## src/rtl/ssp_pkg.sv

```systemverilog
`timescale 1ns/1ps
package ssp_pkg;
  localparam int CH_W   = 16;
  localparam int WORD_W = 2 * CH_W;
  localparam int SLOT_W = $clog2(WORD_W);
  localparam logic [SLOT_W-1:0] SLOT_LAST   = SLOT_W'(WORD_W - 1);
  localparam logic [SLOT_W-1:0] WS_SET_SLOT = SLOT_W'(CH_W - 1);
  localparam logic [SLOT_W-1:0] WS_CLR_SLOT = SLOT_W'(WORD_W - 2);

  // Swap halves unless right channel goes first; self-inverse.
  function automatic logic [WORD_W-1:0] line_order(input logic [WORD_W-1:0] w,
                                                   input logic rf);
    return rf ? w : {w[CH_W-1:0], w[WORD_W-1:CH_W]};
  endfunction
endpackage

```

## src/rtl/ssp_clkgen.sv

```systemverilog
`timescale 1ns/1ps
module ssp_clkgen
  import ssp_pkg::*;
#(
  parameter int DIV_W = 6
) (
  input  logic              clk_i,
  input  logic              rst_ni,
  input  logic              soft_rst_i,
  input  logic [DIV_W-1:0]  div_a_i,
  input  logic [DIV_W-1:0]  div_b_i,
  input  logic              right_first_i,
  output logic [SLOT_W-1:0] slot_o,
  output logic              slot_end_o,
  output logic              frame_end_o,
  output logic              rf_o,
  output logic              sck_o,
  output logic              ws_o
);
  localparam int PROD_W = 2 * DIV_W;

  logic [DIV_W-1:0]  a_q, b_q, ca_q, cb_q, a_eff, b_eff;
  logic [PROD_W-1:0] pc_q, slot_len, half_len;
  logic [SLOT_W-1:0] slot_q;
  logic              rf_q, a_wrap, slot_end, frame_end, second_half;

  assign a_eff     = (div_a_i == '0) ? DIV_W'(1) : div_a_i;
  assign b_eff     = (div_b_i == '0) ? DIV_W'(1) : div_b_i;
  assign slot_len  = PROD_W'(a_q) * PROD_W'(b_q);
  assign half_len  = slot_len >> 1;
  assign a_wrap    = (ca_q == a_q - DIV_W'(1));
  assign slot_end  = a_wrap && (cb_q == b_q - DIV_W'(1));
  assign frame_end = slot_end && (slot_q == SLOT_LAST);

  always_ff @(posedge clk_i or negedge rst_ni) begin
    if (!rst_ni) begin
      a_q    <= DIV_W'(1);
      b_q    <= DIV_W'(1);
      ca_q   <= '0;
      cb_q   <= '0;
      pc_q   <= '0;
      slot_q <= '0;
      rf_q   <= 1'b0;
    end else if (soft_rst_i) begin
      a_q    <= a_eff;
      b_q    <= b_eff;
      ca_q   <= '0;
      cb_q   <= '0;
      pc_q   <= '0;
      slot_q <= '0;
      rf_q   <= right_first_i;
    end else begin
      ca_q <= a_wrap ? '0 : ca_q + DIV_W'(1);
      if (slot_end) begin
        cb_q   <= '0;
        pc_q   <= '0;
        slot_q <= slot_q + SLOT_W'(1);
      end else begin
        if (a_wrap) cb_q <= cb_q + DIV_W'(1);
        pc_q <= pc_q + PROD_W'(1);
      end
      // settings only change between frames
      if (frame_end) begin
        a_q  <= a_eff;
        b_q  <= b_eff;
        rf_q <= right_first_i;
      end
    end
  end

  assign second_half = (slot_q >= WS_SET_SLOT) && (slot_q <= WS_CLR_SLOT);
  assign ws_o        = second_half ^ rf_q;
  assign sck_o       = (pc_q >= half_len);
  assign slot_o      = slot_q;
  assign slot_end_o  = slot_end;
  assign frame_end_o = frame_end;
  assign rf_o        = rf_q;
endmodule

```

## src/rtl/ssp_tx.sv

```systemverilog
`timescale 1ns/1ps
module ssp_tx
  import ssp_pkg::*;
(
  input  logic              clk_i,
  input  logic              rst_ni,
  input  logic              soft_rst_i,
  input  logic              en_i,
  input  logic              frame_end_i,
  input  logic              right_first_i,
  input  logic [SLOT_W-1:0] slot_i,
  input  logic [WORD_W-1:0] data_i,
  input  logic              valid_i,
  output logic              ready_o,
  output logic              sd_o,
  output logic              underflow_o
);
  logic [WORD_W-1:0] hold_q, sh_q;
  logic              full_q, und_q;

  always_ff @(posedge clk_i or negedge rst_ni) begin
    if (!rst_ni) begin
      hold_q <= '0;
      sh_q   <= '0;
      full_q <= 1'b0;
      und_q  <= 1'b0;
    end else if (soft_rst_i) begin
      hold_q <= '0;
      sh_q   <= '0;
      full_q <= 1'b0;
      und_q  <= 1'b0;
    end else begin
      if (frame_end_i) begin
        if (en_i && full_q) begin
          sh_q   <= line_order(hold_q, right_first_i);
          full_q <= 1'b0;
        end else begin
          sh_q <= '0;
          if (en_i) und_q <= 1'b1;
        end
      end
      if (valid_i && !full_q) begin
        hold_q <= data_i;
        full_q <= 1'b1;
      end
    end
  end

  // slot k carries line bit 31-k, i.e. index ~k
  assign sd_o        = sh_q[~slot_i];
  assign ready_o     = !full_q;
  assign underflow_o = und_q;
endmodule

```

## src/rtl/ssp_rx.sv

```systemverilog
`timescale 1ns/1ps
module ssp_rx
  import ssp_pkg::*;
#(
  parameter int CNT_W = 16
) (
  input  logic              clk_i,
  input  logic              rst_ni,
  input  logic              soft_rst_i,
  input  logic              en_i,
  input  logic              arm_i,
  input  logic [CNT_W-1:0]  count_i,
  input  logic              slot_end_i,
  input  logic              frame_end_i,
  input  logic              rf_i,
  input  logic              sd_i,
  output logic [WORD_W-1:0] data_o,
  output logic              valid_o,
  input  logic              ready_i,
  output logic              busy_o,
  output logic              overflow_o
);
  logic [WORD_W-1:0] sh_q, data_q, frame_word;
  logic [CNT_W-1:0]  rem_q;
  logic              valid_q, ovf_q, capture;

  assign frame_word = {sh_q[WORD_W-2:0], sd_i};
  assign capture    = frame_end_i && en_i && (rem_q != '0);

  always_ff @(posedge clk_i or negedge rst_ni) begin
    if (!rst_ni) begin
      sh_q    <= '0;
      data_q  <= '0;
      rem_q   <= '0;
      valid_q <= 1'b0;
      ovf_q   <= 1'b0;
    end else if (soft_rst_i) begin
      sh_q    <= '0;
      data_q  <= '0;
      rem_q   <= '0;
      valid_q <= 1'b0;
      ovf_q   <= 1'b0;
    end else begin
      if (slot_end_i) sh_q <= frame_word;
      if (valid_q && ready_i) valid_q <= 1'b0;
      if (capture) begin
        rem_q <= rem_q - CNT_W'(1);
        if (valid_q && !ready_i) begin
          ovf_q <= 1'b1;
        end else begin
          data_q  <= line_order(frame_word, rf_i);
          valid_q <= 1'b1;
        end
      end
      if (arm_i) rem_q <= count_i;
    end
  end

  assign data_o     = data_q;
  assign valid_o    = valid_q;
  assign busy_o     = (rem_q != '0);
  assign overflow_o = ovf_q;
endmodule

```

## src/rtl/stereo_serial_port.sv

```systemverilog
`timescale 1ns/1ps
module stereo_serial_port
  import ssp_pkg::*;
#(
  parameter int DIV_W   = 6,
  parameter int RXCNT_W = 16
) (
  input  logic               clk_i,
  input  logic               rst_ni,
  input  logic               soft_rst_i,
  input  logic               tx_en_i,
  input  logic               rx_en_i,
  input  logic               right_first_i,
  input  logic [DIV_W-1:0]   div_a_i,
  input  logic [DIV_W-1:0]   div_b_i,
  input  logic [31:0]        tx_data_i,
  input  logic               tx_valid_i,
  output logic               tx_ready_o,
  input  logic               rx_arm_i,
  input  logic [RXCNT_W-1:0] rx_count_i,
  output logic [31:0]        rx_data_o,
  output logic               rx_valid_o,
  input  logic               rx_ready_i,
  output logic               rx_busy_o,
  output logic               sck_o,
  output logic               ws_o,
  output logic               sd_o,
  input  logic               sd_i,
  output logic               tx_underflow_o,
  output logic               rx_overflow_o
);
  logic [SLOT_W-1:0] slot;
  logic              slot_end, frame_end, rf_q;

  ssp_clkgen #(.DIV_W(DIV_W)) u_clk (
    .clk_i         (clk_i),
    .rst_ni        (rst_ni),
    .soft_rst_i    (soft_rst_i),
    .div_a_i       (div_a_i),
    .div_b_i       (div_b_i),
    .right_first_i (right_first_i),
    .slot_o        (slot),
    .slot_end_o    (slot_end),
    .frame_end_o   (frame_end),
    .rf_o          (rf_q),
    .sck_o         (sck_o),
    .ws_o          (ws_o)
  );

  ssp_tx u_tx (
    .clk_i         (clk_i),
    .rst_ni        (rst_ni),
    .soft_rst_i    (soft_rst_i),
    .en_i          (tx_en_i),
    .frame_end_i   (frame_end),
    .right_first_i (right_first_i),
    .slot_i        (slot),
    .data_i        (tx_data_i),
    .valid_i       (tx_valid_i),
    .ready_o       (tx_ready_o),
    .sd_o          (sd_o),
    .underflow_o   (tx_underflow_o)
  );

  ssp_rx #(.CNT_W(RXCNT_W)) u_rx (
    .clk_i       (clk_i),
    .rst_ni      (rst_ni),
    .soft_rst_i  (soft_rst_i),
    .en_i        (rx_en_i),
    .arm_i       (rx_arm_i),
    .count_i     (rx_count_i),
    .slot_end_i  (slot_end),
    .frame_end_i (frame_end),
    .rf_i        (rf_q),
    .sd_i        (sd_i),
    .data_o      (rx_data_o),
    .valid_o     (rx_valid_o),
    .ready_i     (rx_ready_i),
    .busy_o      (rx_busy_o),
    .overflow_o  (rx_overflow_o)
  );
endmodule

```

## config.mk

```make
export PLATFORM = sky130hd
export DESIGN_NAME = stereo_serial_port
export DESIGN_NICKNAME = d
export VERILOG_FILES = /design/src/rtl/ssp_pkg.sv /design/src/rtl/ssp_clkgen.sv /design/src/rtl/ssp_tx.sv /design/src/rtl/ssp_rx.sv /design/src/rtl/stereo_serial_port.sv
export SDC_FILE = /design/constraint.sdc
export NUM_CORES = 1
export LEC_CHECK = 0
export BUFFER_PORTS_ARGS = -buffer_cell sky130_fd_sc_hd__buf_2
export CAP_MARGIN = 25
export CORE_MARGIN = 1.5
export CORE_UTILIZATION = 25
export CTS_BUF_LIST = sky130_fd_sc_hd__clkbuf_4 sky130_fd_sc_hd__clkbuf_8
export DETAILED_ROUTE_END_ITERATION = 8
export GPL_TIMING_DRIVEN = 0
export HOLD_SLACK_MARGIN = 0.15
export PLACE_DENSITY = 0.43
export SLEW_MARGIN = 20
export SYNTH_ARGS = -nofsm -noshare
export SYNTH_HDL_FRONTEND = slang
export SYNTH_SLANG_ARGS = --single-unit
```

## constraint.sdc

```tcl
create_clock -name clk_i -period 5.4 [get_ports clk_i]
set_input_delay 0.54 -clock clk_i [delete_from_list [all_inputs] [get_ports clk_i]]
set_output_delay 0.54 -clock clk_i [all_outputs]
set_load 0.1 [all_outputs]
```

After elaboration in Yosys (flattened, before gate mapping). Index checks and enable logic that the tools add are counted.

Register bits after elaboration: 189. Input port bits: 70. Output and inout bits: 40.

$add $sub $neg: 7. Multipliers: 1. $lt $le $gt $ge: 4. Equality and inequality tests: 5. Multiplexer cells: 49. Bitwise gates (word level): 2. Reductions and logical operators: 28.

Operators by type and width (number): $mux W32 (10); $mux W6 (11); $mux W31 (2); $mux W16 (3); $mux W12 (2); $mux W1 (18); $reduce_bool A16 Y1 (1); $sub A16 B1 Y16 const B (1); $add A12 B1 Y12 const B (1); $add A6 B1 Y6 const B (2); $eq A6 B6 Y1 (2); $ge A12 B11 Y1 (1); $logic_not A6 Y1 (2); $mul A6 B6 Y12 (1); $reduce_bool A2 Y1 (6); $reduce_bool A3 Y1 (4); $sub A6 B1 Y6 const B (2); $mux W5 (2); $logic_and A1 B1 Y1 (9); $lt A5 B6 Y1 const B (1); $reduce_and A2 Y1 (3); $add A5 B1 Y5 const B (1); $bmux W1 S5 (1); $eq A5 B5 Y1 const B (1); other kinds (7) (9).

Depth between registers and ports, before layout. Gate-level depths: netlist of the first run.

Depth after elaboration: 9. Depth in mapped cells: 21. Gate-level depth less buffers: 20.

Hierarchy. Synthesis of the first run repeated with hierarchy kept, for this count alone.

Cells, all modules: 1019. Area, all modules: 10655.2 µm².

By module, submodules not included: ssp_rx (instances 1, cells each 387, area each 4103.9 µm²); ssp_clkgen (instances 1, cells each 372, area each 3569.7 µm²); ssp_tx (instances 1, cells each 260, area each 2981.6 µm²).

Worst setup path after synthesis of the first run. No wires, ideal clock.

Kind: register -> output. From: reg u_clk.a_q[3]. To: out sck_o. Data arrival time: 6.154 ns. Data required time: 4.860 ns. Path slack: -1.294 ns. Cell stages (with the launch flop): 18. Path buffers: 1. Path through: dfrtp_1 -> clkbuf_1 -> and2_1 -> fa_1 -> inv_1 -> fa_1 -> fa_1 -> inv_1 -> ha_1 -> a21oi_1 -> o21ai_0 -> a21o_1 -> a21o_1 -> a31oi_1 -> xor2_1 -> ha_1 -> nand3_1 -> o31ai_1.

Word-level cells in the longest chain between the ends: 2.

Ends and longest elaborated chain: start, declared (line ssp_clkgen.sv:22) `logic [DIV_W-1:0] a_q, b_q, ca_q, cb_q, a_eff, b_eff;`; start signal, assigned (line ssp_clkgen.sv:37) `a_q <= DIV_W'(1);`; start signal, assigned (line ssp_clkgen.sv:45) `a_q <= a_eff;`; start signal, assigned (line ssp_clkgen.sv:64) `a_q <= a_eff;`; $mul A6 B6 Y12 (line ssp_clkgen.sv:29) `assign slot_len = PROD_W'(a_q) * PROD_W'(b_q);`; $ge A12 B11 Y1 (line ssp_clkgen.sv:73) `assign sck_o = (pc_q >= half_len);`; end, declared (line stereo_serial_port.sv:25) `output logic sck_o,`.

Every way passes these cells.

Worst setup path in the final report of the first run.
From: reg u_clk.b_q[2]. To: out sck_o.

Word-level cells in the longest chain between the ends: 2.

Ends and longest elaborated chain: start, declared (line ssp_clkgen.sv:22); start signal, assigned (line ssp_clkgen.sv:38) `b_q <= DIV_W'(1);`; start signal, assigned (line ssp_clkgen.sv:46) `b_q <= b_eff;`; start signal, assigned (line ssp_clkgen.sv:65) `b_q <= b_eff;`; $mul A6 B6 Y12 (line ssp_clkgen.sv:29); $ge A12 B11 Y1 (line ssp_clkgen.sv:73).

Every way passes these cells.

==> results.toml, run 1 <==
[status]
status = "finished, final reports clean"

[floorplanning]
die-area_um2 = 42300
die_h_um = 206
num_rows = 74
die_x_um = 206
core_area_um2 = 40600
start_util_pct = 25.3
ios = 110

[power_and_ir_drop]
p_leak_nw = 5.65
ir_drop_v = 0.000137
p_per_area_nw_per_um2 = 278
power_w = 0.00344

[sta]
setup_viol = 0
slew_headroom_pct = 30.2
worst_slack_ns = 0.0763
fin_crit_ns = 5.32
slew_viol_final = 0
hold_viol_final = 0
fin_crit_sh_pct = 98.6
fmax_ghz = 0.188
worst_pin_slew_ns = 1.05
final.setup_skew_ns = 0.0208
rsz0062_at_grt = "yes"

[final_layout]
seq_area_um2 = 4740
fillers = 4175
antenna_cells = 0
syn2layout_area_growth_pct = 20.7
nNetsFinal = 1224
drive_gt1_share_pct = 24.3
multi_input_comb_area_um2 = 5180
fin_util_pct = 30.5

[global_route]
grt_remaining_overflow = 0
grt_pass1_wl_mm = 44.9
antenna_found_initial = 0
grt_usage_pct = 13.8
grt_pass1_vias = 7801
grt_start_max_net_pins = 76

[detailed_routing]
postRouteAntennaNets = 0
drt_iter0_drc = 396
drcViolationCount = 0
vias = 7554
first_pass_iters = 4
drt-wirelength-per-cell_um = 17.0
wl_mm = 27.9
viasPerCell = 4.60

[flow_run]
maxCapViolations = 0

[clocking]
clk_path_buf_depth = 2
clkLatencyLatePin_ns = 0.50
clkSlewWorstSetupHoldPaths_ns = 0.13
cts_tree = "done"
cts_buffers = 17
ctsHtreeMaxLevel = 4
cts_root_buf = "clkbuf_8"
cts_sinks = 189

[yosys]
synth_flop_cell = "dfrtp_1"
synthArstFlopShare_pct = 100
synth_enable_flop_cells = 0
ys_types = 62
syn_avg_cell_area_um2 = 10.9
syn_inst = 938
ys_seq_elements = 189
synth_nets = 1066
synth_area_um2 = 10300
ys_seq_area_share_pct = 46.1
ys_warn_count = 0

[setup_path]
critical_path_required_ns = 4.86
slowest_delay_ns = 0.50
end_kind = "output pin"
timing_worst_setup_path_type = "reg -> out"
cp_cell_sequence = "buf_6, and2_4, fa_1, inv_1, fa_1, fa_1, inv_2, ha_4, a21oi_2, o21ai_2, a21o_1, a21o_1, a31oi_1, xor2_1, ha_1, nand3_2, buf_4, o31ai_4, buf_12"
critical_path.most_common_cell = "fa_1"
crit_arrival_ns = 4.78
worstPathMaxFanout = 4
slowest_stage = "fa_1"
start_kind = "register"

[place]
dp_hpwl_mm = 20.0
place_ws_ns = -0.264
gp_congestion = 0.750
io_buffers = 108

[min_path]
hp-class = "in -> reg"
==> worst max-delay path: cells and delay by family (launching register included) <==
family	cells	cell delay (ns)
XOR/XNOR	1	0.10
AND/OR/NAND/NOR	2	0.24
buffers and inverters	5	0.59
AO/OA/AOI/OAI	6	1.01
adder cells (fa/ha/maj)	5	1.98
flip-flops	1	0.39
==> where the power goes <==
| part | total [W] | internal (W) | switching, W |
|---|---|---|---|
| sequential | 0.00149 | 0.00145 | 0.0000360 |
| combinational | 0.000926 | 0.000434 | 0.000492 |
| clock | 0.00102 | 0.000400 | 0.000624 |
| total | 0.00344 | 0.00229 | 0.00115 |
==> metrics by stage <==
step	hold WS (ns)	setup TNS (ns)	instance area, µm²	cells
floorplan	0.244	0	10300	938
global placement	0.467	-0.225	11500	1578
detailed placement	0.470	-0.264	11600	1580
CTS	0.195	0	12400	1640
global route	0.196	-0.136	12400	1641
finish	0.244	0	12400	1641
==> registers in the layout, summed over array words and instances (netlist names) <==
signal	count
u_clk.a_q	6
u_clk.b_q	6
u_clk.ca_q	6
u_clk.cb_q	6
u_clk.pc_q	12
u_clk.rf_o	1
u_clk.slot_o	5
u_rx.data_o	32
u_rx.overflow_o	1
u_rx.rem_q	16
u_rx.sh_q	31
u_rx.valid_o	1
u_tx.full_q	1
u_tx.hold_q	32
u_tx.sh_q	32
u_tx.underflow_o	1
==> logic make-up (layout without fill, tap and decap cells) <==
| family | after synthesis | count (layout) | synth area share, % |
|---|---|---|---|
| XOR/XNOR | 47 | 47 | 4.01 |
| AO/OA/AOI/OAI | 204 | 204 | 15.3 |
| multiplexers | 90 | 90 | 10.1 |
| flip-flops | 189 | 189 | 46.1 |
| buffers and inverters | 112 | 283 | 4.91 |
| AND/OR/NAND/NOR | 238 | 238 | 11.2 |
| adder cells (fa/ha/maj) | 58 | 58 | 8.31 |
==> cells in the final DEF (no fill, tap or decap), types with 6 or more instances in the layout <==
master | netlist | layout
buf_6 | 5 | 10
a21o_1 | 8 | 8
ha_4 | 0 | 7
xor2_1 | 25 | 25
mux2_2 | 13 | 13
o31ai_1 | 7 | 6
clkbuf_8 | 0 | 17
a211oi_1 | 9 | 9
fa_1 | 17 | 16
nand4_1 | 8 | 8
xnor2_1 | 22 | 22
nor2_1 | 59 | 59
mux2i_1 | 67 | 67
inv_2 | 0 | 6
dfrtp_1 | 187 | 181
and3_1 | 9 | 9
a22o_1 | 34 | 34
nor3_1 | 7 | 6
nand3_1 | 16 | 15
or4_1 | 6 | 6
inv_8 | 0 | 6
and2_1 | 23 | 21
nor3b_1 | 6 | 6
o2bb2ai_1 | 64 | 64
mux4_2 | 10 | 10
inv_1 | 47 | 41
buf_2 | 18 | 119
dfrtp_2 | 0 | 6
clkbuf_1 | 31 | 30
a21oi_1 | 49 | 45
nand2_1 | 83 | 82
ha_1 | 41 | 33
buf_4 | 6 | 35
==> worst paths after layout <==
| kind | start | slack, ns | depth (start not counted) | to |
|---|---|---|---|---|
| min in group asynchronous | rst_ni | 0.54 | 2 | u_rx.sh_q[1] |
| max | u_clk.b_q[2] | 0.08 | 19 | sck_o |
| min | tx_data_i[31] | 0.24 | 2 | u_tx.hold_q[31] |
| max in group asynchronous | rst_ni | 4.10 | 3 | u_clk.a_q[0] |
| min reg2reg | u_rx.data_o[7] | 0.50 | 1 | u_rx.data_o[7] |
| max reg2reg | u_clk.a_q[0] | 1.80 | 14 | u_tx.sh_q[19] |
==> area by class of cell <==
class / count / share of cell area [%]
Tap cell: 532 / 5.37
Clock buffer: 17 / 1.89
Buffer: 62 / 2.75
Clock inverter: 15 / 1.53
Inverter: 48 / 1.45
Timing Repair Buffer: 141 / 6.94
Multi-Input combinational cell: 637 / 41.8
Sequential cell: 189 / 38.2
==> synthesized netlist by cell type, types with 10 or more instances <==
cell type / count / area (µm²)
inv_1: 47 / 176
a22o_1: 34 / 298
fa_1: 17 / 340
mux2_2: 13 / 146
a21oi_1: 49 / 245
xor2_1: 25 / 219
nand2_1: 83 / 312
buf_2: 18 / 90.1
o2bb2ai_1: 64 / 561
mux2i_1: 67 / 671
dfrtp_1: 187 / 4680
xnor2_1: 22 / 193
nor2_1: 59 / 221
clkbuf_1: 31 / 116
ha_1: 41 / 513
mux4_2: 10 / 225
nand3_1: 16 / 80.1
and2_1: 23 / 144
==> layer usage <==
layer / vias up / track usage, % / part of all wire, %
met5: - / 0 / 0
met1: 3766 / 19.5 / 50
met2: 112 / 21.6 / 46
li1: 3664 / - / -
met4: 0 / 3.13 / 0.95
met3: 12 / 2.55 / 3.4
==> timing repair <==
item                                    4_1_cts  5_1_grt
endpoints found under the setup margin        1        1
hold buffers                                  1        0
pin swaps                                    26       15
buffers inserted                             29        1
gates resized for setup                      44        5
endpoints found under the hold margin        44        0
No activity file was read; power rests on OpenSTA's default activity.
==> run 2, diff against run 1 <==
==> constraint.sdc (replaced) <==
create_clock -name clk_i -period 5.4 [get_ports clk_i]
set_input_delay 1.08 -clock clk_i [delete_from_list [all_inputs] [get_ports clk_i]]
set_output_delay 1.08 -clock clk_i [all_outputs]
set_load 0.1 [all_outputs]
==> run 2 against run 1 <==
Effect of this change:
- the flow now finishes with violations (setup timing)
- power fell by 3.4%
- maximum frequency fell by 9.0%
- wire length fell by 2.5%
- hold slack improved by 0.23 ns
- register-to-register slack got worse by 0.02 ns
- via count fell by 0.36%
- critical path type unchanged
- flip-flop and latch count did not move
- setup slack got worse by 0.52 ns
- highest routed layer is now met5
- critical path depth did not move
- final cell count fell by 0.85%
- clock skew rose by 0.0032 ns
- largest power group unchanged
==> results.toml, run 2 (synthesis results as in run 1) <==
[power_and_ir_drop]
p_int_w = 0.00219
pwr-share-clk_pct = 29.8
pwr-share-seq_pct = 44.9
p_leak_nw = 5.58
p_per_area_nw_per_um2 = 273
sw_frac_of_total_pct = 34.1
power_w = 0.00332
ir_drop_v = 0.000123
power_frac_comb_pct = 25.3
p_switching_w = 0.00113

[clocking]
ctsHoldBuffers = 0
clk_path_buf_depth = 2
clkLatencyLatePin_ns = 0.51
cts_tree = "done"
cts_sinks = 189
cts_buffers = 17
ctsHtreeMaxLevel = 4
clkSlewWorstSetupHoldPaths_ns = 0.11
cts_root_buf = "clkbuf_8"

[global_route]
use_met3_pct = 2.90
grt_pass1_vias = 7635
antenna_found_initial = 2
grt_usage_pct = 13.4
grt_busiest_layer = "met2"
grt_pass1_wl_mm = 44.0
grtUsageMet1_pct = 19.2
grtUsageMet2_pct = 20.5
grt_remaining_overflow = 0
grt_start_max_net_pins = 82

[floorplanning]
die_x_um = 206
die_h_um = 206
ios = 110
start_util_pct = 25.3
core_area_um2 = 40600
die-area_um2 = 42300
num_rows = 74

[detailed_routing]
postRouteAntennaNets = 0
drt_iter0_drc = 375
drt-wirelength-per-cell_um = 16.7
drcViolationCount = 0
vias = 7527
wl_mm = 27.2
viasPerCell = 4.63
first_pass_iters = 6

[flow_run]
maxCapViolations = 0

[setup_path]
start_kind = "register"
crit_arrival_ns = 4.77
ff2ff_path_depth = 14
end_kind = "output pin"
timing_worst_setup_path_type = "reg -> out"
worstPathMaxFanout = 10
critical_path_required_ns = 4.32

[sta]
finalHoldWorstSlack_ns = 0.472
setup_viol = 1
slew_headroom_pct = 34.2
final.setup_skew_ns = 0.0240
fin_crit_ns = 5.85
worst_slack_ns = -0.447
hold_viol_final = 0
fmax_ghz = 0.171
worst_pin_slew_ns = 0.985
fin_crit_sh_pct = 108
slew_viol_final = 0
rsz0062_at_grt = "yes"
tns_ns = -0.447

[final_layout]
layout_commonest_cell = "dfrtp_1"
fillers = 4238
syn2layout_area_growth_pct = 18.7
drive_gt1_share_pct = 22.8
final_cell_mix = "180 x dfrtp_1, 119 x buf_2, 83 x nand2_1"
nNetsFinal = 1209

[status]
status = "finished with violations"
violations = "setup timing"

[place]
dp_hpwl_mm = 19.9
io_buffers = 108
gp_congestion = 0.741

[min_path]
hp-class = "in -> async"
-- run 2: per-layer routing --
metal	share of wire, %	wire length [µm]
met1	50	13700
met2	45	12200
met3	3.8	1030
met4	1.1	299
met5	0.048	13
-- run 2: final cells by class --
type | instances | area [µm²] | area share, %
buffer | 61 | 322 | 2.64
timing repair buffer | 127 | 748 | 6.14
inverter | 48 | 180 | 1.48
multi-input combinational | 637 | 5120 | 42.0
antenna | 1 | 2.50 | 0.0205
clock buffer | 17 | 234 | 1.92
clock inverter | 15 | 171 | 1.41
sequential | 189 | 4740 | 38.9
tap | 532 | 666 | 5.46
-- run 2: power groups by stage --
stage,Clock (W),Sequential [W],Combinational [W]
2_1_floorplan,0,0.00151,0.000575
3_3_place_gp,0,0.00152,0.000761
3_5_place_dp,0,0.00152,0.000768
4_1_cts,0.00104,0.00149,0.000840
5_1_grt,0.00109,0.00150,0.000960
6_report,0.000990,0.00149,0.000841
-- run 2: through the flow --
| step | util (%) | worst slack, ns | cells | instance area (µm²) |
|---|---|---|---|---|
| 3_5_place_dp | 28.5 | -0.316 | 1580 | 11600 |
| 3_3_place_gp | 28.4 | -0.307 | 1578 | 11500 |
| 6_report | 30.0 | -0.447 | 1627 | 12200 |
| 2_1_floorplan | - | -0.103 | 938 | 10300 |
| 4_1_cts | 29.9 | -0.584 | 1625 | 12200 |
| 5_1_grt | 30.0 | -0.698 | 1626 | 12200 |
-- run 2: path summary, 6_finish.rpt --
check	startpoint	endpoint	slack, ns
hold / removal	rst_ni	u_rx.data_o[0]	0.47
setup reg to reg	u_clk.a_q[0]	u_tx.sh_q[18]	1.78
max in group asynchronous	rst_ni	u_clk.a_q[0]	3.82
setup / recovery	u_clk.a_q[2]	sck_o	-0.45
hold reg to reg	u_rx.data_o[3]	u_rx.data_o[3]	0.50
min in group clk_i	u_rx.data_o[3]	u_rx.data_o[3]	0.50
-- run 2: worst max-delay path: stages, from the launching register on --
cell	delay, ns
dfrtp_1	0.39
buf_6	0.14
and2_1	0.15
fa_1	0.47
ha_1	0.30
fa_1	0.51
inv_1	0.07
fa_2	0.40
inv_1	0.08
a21oi_2	0.05
o21ai_2	0.16
a21o_1	0.13
a21o_1	0.14
a31oi_2	0.09
xor2_1	0.18
ha_1	0.31
nand3_2	0.08
buf_4	0.15
o31ai_4	0.27
buf_12	0.21
-- run 2: timing repair --
action                     CTS  global route
gates resized for setup     15            10
cloned                       0             0
setup endpoints to repair    1             1
pin swaps                   10            11
setup buffers               14             3
==> run 3, diff against run 2 <==
- CELL_PAD_IN_SITES_DETAIL_PLACEMENT: unset -> 2
- CELL_PAD_IN_SITES_GLOBAL_PLACEMENT: unset -> 2
- PLACE_DENSITY: 0.43 -> 0.57
- SKIP_CTS_REPAIR_TIMING: unset -> 1
==> run 3 against run 2 <==
Effect of this change:
- the flow still finishes with violations (setup timing)
- global-route usage is 1.7 points higher
- core utilization is 0.065 points lower
- power is 0.76% higher
- hold slack better by 0.018 ns
- critical path type unchanged
- highest routed layer unchanged
==> results.toml, run 3 (synthesis results as in run 1) <==
[floorplanning]
core_area_um2 = 40600
num_rows = 74
die_h_um = 206
start_util_pct = 25.3
die_x_um = 206
ios = 110
die-area_um2 = 42300

[detailed_routing]
drt_iter0_drc = 293
drcViolationCount = 0
viasPerCell = 4.74
vias = 7689
drt-wirelength-per-cell_um = 18.7
first_pass_iters = 4
postRouteAntennaNets = 0
wl_mm = 30.4

[final_layout]
syn2layout_area_growth_pct = 18.4
antenna_cells = 0
postLayoutCellArea_um2 = 12200
final_cell_mix = "183 x dfrtp_1, 119 x buf_2, 83 x nand2_1"
fillers = 4432
instances_no_fill = 1621
fin_util_pct = 29.9
nNetsFinal = 1205
seq_area_um2 = 4740
multi_input_comb_area_um2 = 5130
layout_commonest_cell = "dfrtp_1"
drive_gt1_share_pct = 22.0

[place]
io_buffers = 108
dpl.cell_count = 1580
gp_congestion = 0.750
dp_hpwl_mm = 22.5
postPlaceCellArea_um2 = 11600

[setup_path]
timing_worst_setup_path_type = "reg -> out"
r2r-end = "u_tx.sh_q[11]"
ff2ff_path_depth = 13
rr_startpoint = "u_clk.a_q[0]"
r2r_slack_ns = 1.77
critical_path_required_ns = 4.32
crit_arrival_ns = 4.84
end_kind = "output pin"
start_kind = "register"
worstPathMaxFanout = 9

[sta]
slew_viol_final = 0
rsz0062_at_grt = "yes"
tns_ns = -0.525
worst_pin_slew_ns = 0.877
fin_crit_ns = 5.92
slew_headroom_pct = 41.6
fmax_ghz = 0.169
fin_crit_sh_pct = 110
worst_slack_ns = -0.525
finalHoldWorstSlack_ns = 0.491
hold_viol_final = 0
final.setup_skew_ns = 0.0264
setup_viol = 1

[flow_run]
maxCapViolations = 0

[min_path]
hp-class = "reg -> reg"
min_path_cells = 1
hold_start = "u_rx.data_o[1]"
min_to = "u_rx.data_o[1]"

[clocking]
cts_root_buf = "clkbuf_8"
cts_sinks = 189
clkSlewWorstSetupHoldPaths_ns = 0.10
cts_tree = "done"
cts_buffers = 17
ctsHtreeMaxLevel = 4
clkLatencyLatePin_ns = 0.51
clk_path_buf_depth = 2

[power_and_ir_drop]
p_leak_nw = 5.57
p_per_area_nw_per_um2 = 275
ir_drop_v = 0.000144

[global_route]
grt_start_max_net_pins = 77
grt_pass1_vias = 8379
grt_usage_pct = 15.1
grt_remaining_overflow = 0
antenna_found_initial = 1
grt_pass1_wl_mm = 49.1

[status]
status = "finished with violations"
violations = "setup timing"
## run 3: cell type report
type / instances / share of cell area (%)
Buffer: 64 / 3.01
Clock buffer: 18 / 2.04
Clock inverter: 13 / 1.15
Inverter: 48 / 1.48
Multi-Input combinational cell: 637 / 42.2
Sequential cell: 189 / 39.0
Tap cell: 532 / 5.47
Timing Repair Buffer: 120 / 5.72
## run 3: worst max-delay path by stage
stage                      start     to
floorplan           u_clk.a_q[3]  sck_o
global route        u_clk.a_q[3]  sck_o
finish              u_clk.a_q[4]  sck_o
detailed placement  u_clk.b_q[5]  sck_o
global placement    u_clk.b_q[5]  sck_o
CTS                 u_clk.b_q[5]  sck_o
## run 3: routing by layer
layer	share of wire (%)	routed length, µm	GRT usage [%]	vias up
li1	-	-	-	3623
met1	49	14700	20.9	3960
met2	48	14400	24.2	83
met3	2.7	822	2.53	21
met4	1.2	351	4.20	2
met5	0.040	12	0	-
## run 3: stage by stage
stage	power, W	worst slack [ns]
6_report	0.00335	-0.525
2_1_floorplan	0.00208	-0.103
3_3_place_gp	0.00229	-0.366
4_1_cts	0.00334	-1.06
5_1_grt	0.00357	-0.821
3_5_place_dp	0.00232	-0.456
## run 3: power breakdown
group          total [W]  internal [W]  switching (W)
combinational   0.000867      0.000388       0.000479
sequential       0.00149       0.00145      0.0000385
clock           0.000989      0.000424       0.000564
total            0.00335       0.00226        0.00108
## run 3: worst max-delay path, cell delays in order (launching register included)
cell and delay (ns):
dfrtp_1 0.38, buf_6 0.14, and2_1 0.15, fa_1 0.50, inv_1 0.05, fa_1 0.45
fa_1 0.51, inv_2 0.04, ha_4 0.23, a21oi_2 0.15, o21ai_2 0.08, a21o_1 0.15
a21o_1 0.18, a31oi_2 0.15, xor2_1 0.19, ha_1 0.28, nand3_2 0.08, o22ai_1 0.10
nor3_2 0.22, o31ai_4 0.12, buf_12 0.18
